===== src/rtl/osc_gate_pkg.sv =====
package osc_gate_pkg;
    typedef enum logic [2:0] {
        MS_IDLE,
        MS_WAIT_LO,
        MS_GROW,
        MS_DECAY,
        MS_DONE
    } meas_st_e;
endpackage


===== src/rtl/osc_gate_meas.sv =====
module osc_gate_meas
    import osc_gate_pkg::*;
#(
    parameter int CNT_W = 16
) (
    input  logic             clk,
    input  logic             rst_n,
    input  logic             start,
    input  logic             thr_lo,
    input  logic             thr_hi,
    output logic             amp_req,
    output logic [CNT_W-1:0] grow_cnt,
    output logic [CNT_W-1:0] decay_cnt,
    output logic             done
);
    localparam logic [CNT_W-1:0] CNT_MAX = '1;

    typedef struct packed {
        meas_st_e         st;
        logic [CNT_W-1:0] cnt;
        logic [CNT_W-1:0] grow;
        logic [CNT_W-1:0] decay;
    } meas_t;

    meas_t m_d, m_q;

    function automatic logic [CNT_W-1:0] sat_inc(input logic [CNT_W-1:0] v);
        return (v == CNT_MAX) ? v : v + 1'b1;
    endfunction

    always_comb begin
        m_d = m_q;
        case (m_q.st)
            MS_IDLE: begin
                if (start) begin
                    m_d.st  = MS_WAIT_LO;
                    m_d.cnt = '0;
                end
            end
            MS_WAIT_LO: begin
                if (thr_lo) begin
                    m_d.st  = MS_GROW;
                    m_d.cnt = '0;
                end
            end
            MS_GROW: begin
                if (thr_hi) begin
                    m_d.grow = m_q.cnt;
                    m_d.cnt  = '0;
                    m_d.st   = MS_DECAY;
                end else begin
                    m_d.cnt = sat_inc(m_q.cnt);
                end
            end
            MS_DECAY: begin
                if (!thr_lo) begin
                    m_d.decay = m_q.cnt;
                    m_d.st    = MS_DONE;
                end else if (!thr_hi) begin
                    m_d.cnt = sat_inc(m_q.cnt);
                end
            end
            MS_DONE: ;
            default: m_d.st = MS_IDLE;
        endcase
    end

    always_ff @(posedge clk or negedge rst_n) begin
        if (!rst_n) begin
            m_q <= '{st: MS_IDLE, cnt: '0, grow: '0, decay: '0};
        end else begin
            m_q <= m_d;
        end
    end

    assign amp_req   = (m_q.st != MS_DECAY);
    assign done      = (m_q.st == MS_DONE);
    assign grow_cnt  = m_q.grow;
    assign decay_cnt = m_q.decay;
endmodule


===== src/rtl/osc_gate_loop.sv =====
module osc_gate_loop #(
    parameter int CNT_W = 16
) (
    input  logic             clk,
    input  logic             rst_n,
    input  logic             enable,
    input  logic [CNT_W-1:0] hi_len,
    input  logic [CNT_W-1:0] lo_len,
    output logic             duty_clk
);
    typedef struct packed {
        logic             hi;
        logic [CNT_W-1:0] cnt;
    } loop_t;

    loop_t l_d, l_q;
    logic [CNT_W-1:0] lim_raw;
    logic [CNT_W-1:0] lim_eff;

    always_comb begin
        l_d     = l_q;
        lim_raw = l_q.hi ? hi_len : lo_len;
        lim_eff = (lim_raw == '0) ? {{(CNT_W-1){1'b0}}, 1'b1} : lim_raw;
        if (!enable) begin
            l_d.hi  = 1'b1;
            l_d.cnt = '0;
        end else if (l_q.cnt == lim_eff - 1'b1) begin
            l_d.hi  = ~l_q.hi;
            l_d.cnt = '0;
        end else begin
            l_d.cnt = l_q.cnt + 1'b1;
        end
    end

    always_ff @(posedge clk or negedge rst_n) begin
        if (!rst_n) begin
            l_q <= '{hi: 1'b1, cnt: '0};
        end else begin
            l_q <= l_d;
        end
    end

    assign duty_clk = enable & l_q.hi;
endmodule


===== src/rtl/osc_gate_ctrl.sv =====
module osc_gate_ctrl #(
    parameter int CNT_W = 16
) (
    input  logic             osc_clk,
    input  logic             rst_n,
    input  logic             start,
    input  logic             run_en,
    input  logic             thr_lo,
    input  logic             thr_hi,
    output logic             amp_en,
    output logic             duty_clk,
    output logic [CNT_W-1:0] grow_cnt,
    output logic [CNT_W-1:0] decay_cnt,
    output logic             meas_done
);
    logic amp_req;
    logic loop_en;

    osc_gate_meas #(.CNT_W(CNT_W)) u_meas (
        .clk       (osc_clk),
        .rst_n     (rst_n),
        .start     (start),
        .thr_lo    (thr_lo),
        .thr_hi    (thr_hi),
        .amp_req   (amp_req),
        .grow_cnt  (grow_cnt),
        .decay_cnt (decay_cnt),
        .done      (meas_done)
    );

    assign loop_en = meas_done & run_en;

    osc_gate_loop #(.CNT_W(CNT_W)) u_loop (
        .clk      (osc_clk),
        .rst_n    (rst_n),
        .enable   (loop_en),
        .hi_len   (grow_cnt),
        .lo_len   (decay_cnt),
        .duty_clk (duty_clk)
    );

    assign amp_en = meas_done ? (run_en ? duty_clk : 1'b1) : amp_req;
endmodule


===== config.mk =====
export PLATFORM = sky130hd
export DESIGN_NAME = osc_gate_ctrl
export DESIGN_NICKNAME = d
export VERILOG_FILES = /design/src/rtl/osc_gate_pkg.sv /design/src/rtl/osc_gate_meas.sv /design/src/rtl/osc_gate_loop.sv /design/src/rtl/osc_gate_ctrl.sv
export SDC_FILE = /design/constraint.sdc
export NUM_CORES = 1
export LEC_CHECK = 0
export ABC_AREA = 0
export BUFFER_PORTS_ARGS = -buffer_cell sky130_fd_sc_hd__buf_2
export CORE_ASPECT_RATIO = 1.1
export CORE_MARGIN = 2
export CORE_UTILIZATION = 30
export CTS_BUF_LIST = sky130_fd_sc_hd__clkbuf_4
export CTS_CLUSTER_SIZE = 24
export DETAILED_ROUTE_END_ITERATION = 6
export PLACE_DENSITY = 0.49
export SLEW_MARGIN = 20
export SYNTH_ARGS = -nofsm -noshare
export SYNTH_HDL_FRONTEND = slang
export SYNTH_HIERARCHICAL = 1
export SYNTH_SLANG_ARGS = --single-unit

===== constraint.sdc =====
create_clock -name osc_clk -period 4.3 [get_ports osc_clk]
set_clock_uncertainty 0.1 [all_clocks]
set_input_delay 0.215 -clock osc_clk [delete_from_list [all_inputs] [get_ports osc_clk]]
set_output_delay 0.215 -clock osc_clk [all_outputs]
set_load 0.02 [all_outputs]

# Word-level counts from Yosys, hierarchy flattened
# Index checks and enable logic that the tools add are counted.
[totals]
mem_count = 0
ramBits = 0
elab_cells = 52
input_bits = 6
latchBits = 0
rom_bits = 0
reg_bits = 68
out_inout_bits = 35
[op_classes]
bitwise_logic = 5
eq_ne = 14
magnitude_cmp = 0
n_mul = 0
muxes = 17
add_sub_neg = 3
div = 0
shift = 0
n_reduce_logical = 7
[ops]
columns = ["cell", "count"]
rows = [
  ["2-to-1 mux 16 bit", 7],
  ["case mux 16 bit (4 select lines)", 1],
  ["2-to-1 mux 19 bit", 2],
  ["adder 16 x 1 -> 16 bit (second input constant)", 2],
  ["2-to-1 mux 17 bit", 1],
  ["== test 16 bit", 1],
  ["== test 16 bit (second input constant)", 1],
  ["logical NOT 16 bit", 1],
  ["subtractor 16 x 1 -> 16 bit (second input constant)", 1],
  ["case mux 3 bit (5 select lines)", 1],
  ["inequality test 2 bit (second input constant)", 7],
  ["AND reduction 5 bit", 2],
  ["== test 3 x 2 -> 1 bit (second input constant)", 2],
  ["2-to-1 mux 3 bit", 2],
  ["AND reduction 2 bit", 2],
  ["nonzero test 4 bit", 1],
  ["== test 3 x 1 -> 1 bit (second input constant)", 1],
  ["== test 3 bit (second input constant)", 1],
  ["logical NOT 3 bit", 1],
  ["2-to-1 mux 1 bit", 3],
  ["inequality test 3 x 2 -> 1 bit (second input constant)", 1],
  ["inverter 1 bit", 3],
  ["bitwise AND 1 bit", 2],
]

# Logic depth before layout (Yosys ltp)
[logic_depth]
depth_word = 7
ltp_mapped = 16
depth_no_buf = 13

# By module
# Netlist, hierarchy kept.
[modules_own_cells]
columns = ["module", "area_each_um2", "n_inst", "seq_area_each_um2", "cells_each"]
rows = [
  ["osc_gate_meas", 2610.0, 1, 1276.2, 230],
  ["osc_gate_loop", 1697.9, 1, 426.7, 198],
  ["osc_gate_ctrl", 25.0, 1, 0.0, 4],
]

# Worst setup path before layout
# Ideal clock, no wire load.
[synth_path]
kind = "flip-flop to flip-flop"
start = "register u_loop/l_q[16] in the netlist's numbering"
end = "register u_loop/l_q[9] in the netlist's numbering"
t_required_ps = 4081
path_stages_with_launch = 17
t_arrival_ps = 3738
path_slack_ps = 344
setup_time_ps = 119
n_path_buf = 3
synth_period_minus_slack_ps = 3956
cell_sequence = "dfstp_2 buf_6 buf_6 or3b_2 a22oi_1 nand2_1 o21a_1 ha_1 xor2_1 o21ai_0 nor2_1 o221ai_1 or4_1 or4_4 nand2_4 buf_8 nor2_1"
[synth_lines]
columns = ["element", "line_no", "text"]
rows = [
  ["start: declaration", "osc_gate_loop.sv:16", "loop_t l_d, l_q;"],
  ["start signal: assignment", "osc_gate_loop.sv:37", "l_q <= '{hi: 1'b1, cnt: '0};"],
  ["start signal: assignment", "osc_gate_loop.sv:39", "l_q <= l_d;"],
]

==> impl_metrics.toml <==
[sta]
min_period_over_period_pct = 96.6
hold_viol_final = 0
report.final.slew_viol_count = 0
fmax_ghz = 0.241
setup_tns_ns = 0
slew_headroom_pct = 25.1
worst_slew_pin_slew_ns = 1.11
min_period_ns = 4.15
setup_viol = 0

[yosys]
synth-edff-count = 0
synth_adder_area_share_pct = 0.866
yosys_warnings = 6
syn-num-nets = 441
ys_types = 67
synth_mux_area_share_pct = 13.2
syn-cell-area_um2 = 4330
synthArstFlopShare_pct = 100
synth_seq_cells = 68
seq_area_frac_synth_pct = 39.3
synth_ff_type = "dfrtp_1"
synthesis.instances = 432
synth_top_family_by_area = "simple AND/OR/NAND/NOR gates"
yosys.area_share.xor_xnor_pct = 7.07
synth_top_cell_by_area = "dfrtp_1"
synth_area_leaders = "dfrtp_1, mux2_2, buf_4"
synth_top_area_share_pct = 38.7
synthSimpleGateAreaFrac_pct = 19.3
avgSynthCellArea_um2 = 10.0
synth_compound_area_share_pct = 11.5

[cells_and_area]
diodes = 0
area_delta_synth_final_pct = 9.07
final_common_cell = "dfrtp_1"
fin_nets = 460
drive_gt1_share_pct = 27.9
layoutNonFillerInstCount = 647
layout_common_cells = "dfrtp_1, buf_2, mux2_2"

[clocking]
clockRootBuffer = "clkbuf_4"
clkTransAtPathRegs_ns = 0.12
h-tree-depth = 3
cts_max_path_buffers = 2
postCtsSetupBuffers = 0
clock_sinks = 68
cts_buffers = 9
tritoncts = "built"
insertion_delay_ns = 0.44

[floorplanning]
die_h_um = 130
row_count = 46
design.core.area_um2 = 14300
die-width_um = 119
die_area_um2 = 15400
io_pins = 41
start_util_pct = 30.4

[detailed_routing]
antenna_left = 0
drt_wl_total_um = 11000
drc = 0
post_drt_wl_per_cell_um = 17.0
vias_per_cell = 5.28
drt_iter0_drc = 167
dr.pass1.iters = 5
vias = 3414

[power]
clock_power_share_pct = 21.0
total_power_uw = 1980
swShare_pct = 39.7
power_density_nw_per_um2 = 419
p_sw_uw = 787
pwr-share-seq_pct = 40.0
p_int_uw = 1190
pwr-share-comb_pct = 39.0
power_leakage_uw = 0.00214
ir_drop_uv = 174

[place]
io_buffers = 40
dp_hpwl_um = 8290
gp_congestion = 0.958
dp_cells = 629

[global_route]
grt-ovfl-total = 0
grt_pass1_wl_um = 18100
grt_max_degree = 53
grt_util_all_layers_pct = 15.0
grt_pass1_vias = 3405
grt_antenna_before_repair = 0

[worst_setup_path]
crit_path_end_kind = "flop"
crit_fanout = 18
worstSetupPathType = "reg2reg"
critical_path_required_ns = 4.52
start_kind = "flop"
critPathArrivalTime_ns = 4.37

[run_status]
outcome = "completed"

[run]
maxCapViolations = 0

[worst_hold_path]
hp-class = "in2reg"
==> critical path: stages (launching register included) <==
cell and delay (ns):
dfstp_4 0.56, buf_4 0.20, nor4_1 0.26, buf_4 0.18
o211ai_1 0.10, or2_2 0.36, o21a_1 0.20, ha_1 0.30
xor2_1 0.12, o21ai_0 0.09, nor2_1 0.09, o221ai_1 0.11
or4_1 0.54, or4_4 0.56, nand2_4 0.19, nor2_1 0.08
==> stage by stage <==
step | setup WS [ns] | cell area [um^2] | utilization [%] | hold slack (ns)
after floorplan | 0.344 | 4330 | - | -0.181
after global placement | 0.159 | 4540 | 31.8 | 0.0529
after detailed placement | 0.0663 | 4540 | 31.8 | 0.0562
after CTS | 0.0386 | 4700 | 32.9 | 0.0201
after global routing | -0.00140 | 4730 | 33.1 | 0.0502
final | 0.148 | 4730 | 33.1 | 0.0554
==> metal layers <==
layer  part of all wire (%)  track usage, %  vias to the layer above  wire length (um)
met3                    4.1            4.06                       19               454
li1                       -               -                     1614                 -
met5                      0               0                        -                 0
met4                    2.0            5.04                        0               225
met2                     50            25.4                       81              5470
met1                     44            18.5                     1700              4840
==> state kept, by name (all words and copies together), names as in the netlist <==
signal            flops
u_loop/l_q           17
u_meas/decay_cnt     16
u_meas/grow_cnt      16
u_meas/m_q           19
==> cell families after synthesis <==
logic type	Yosys count
AND/OR/NAND/NOR	145
AO/OA/AOI/OAI	72
flip-flops	68
buffers and inverters	56
multiplexers	53
XOR/XNOR	35
adder cells (fa/ha/maj)	3
==> synth_stat cells (9+ instances only) <==
| master | number |
|---|---|
| a21oi_1 | 17 |
| buf_2 | 9 |
| buf_4 | 32 |
| dfrtp_1 | 67 |
| mux2_2 | 34 |
| mux2i_1 | 19 |
| nand2_1 | 15 |
| nand3_1 | 17 |
| nor2_1 | 30 |
| nor3_1 | 16 |
| o21ai_0 | 9 |
| or4_1 | 9 |
| xnor2_1 | 20 |
| xor2_1 | 15 |
==> what timing repair did <==
action                                  CTS  global route
gates resized for setup                   0             5
endpoints found under the setup margin    0            17
endpoints found under the hold margin    19             0
hold buffers                              3             0
==> path summary, 6_finish.rpt <==
path / cells after the start / startpoint / endpoint / slack, ns
worst min register to register: 1 / u_loop/l_q[0] / u_loop/l_q[0] / 0.49
min in group asynchronous: 2 / rst_n / u_loop/l_q[3] / 0.11
worst min-delay path: 3 / thr_hi / u_meas/m_q[48] / 0.06
worst max-delay path: 15 / u_loop/l_q[16] / u_loop/l_q[6] / 0.15
max in group asynchronous: 3 / rst_n / u_meas/m_q[40] / 2.98
worst max register to register: 15 / u_loop/l_q[16] / u_loop/l_q[6] / 0.15
==> power groups by stage <==
| stage | clock network (uW) | registers, uW | logic [uW] |
|---|---|---|---|
| after global placement | 0 | 801 | 759 |
| final | 416 | 793 | 772 |
| after CTS | 436 | 790 | 770 |
| after global routing | 461 | 809 | 846 |
| after detailed placement | 0 | 803 | 763 |
| after floorplan | 0 | 726 | 678 |
==> cell type report <==
cell class	instances	area, um^2
fillers	1504	9550
well taps	192	240
repair buffers	59	350
inverters	5	18.8
clock buffers	9	67.6
clock inverters	6	66.3
flip-flops and latches	68	1710
multi-input cells	308	2280
Note: power is estimated with default switching activity, not from simulation.
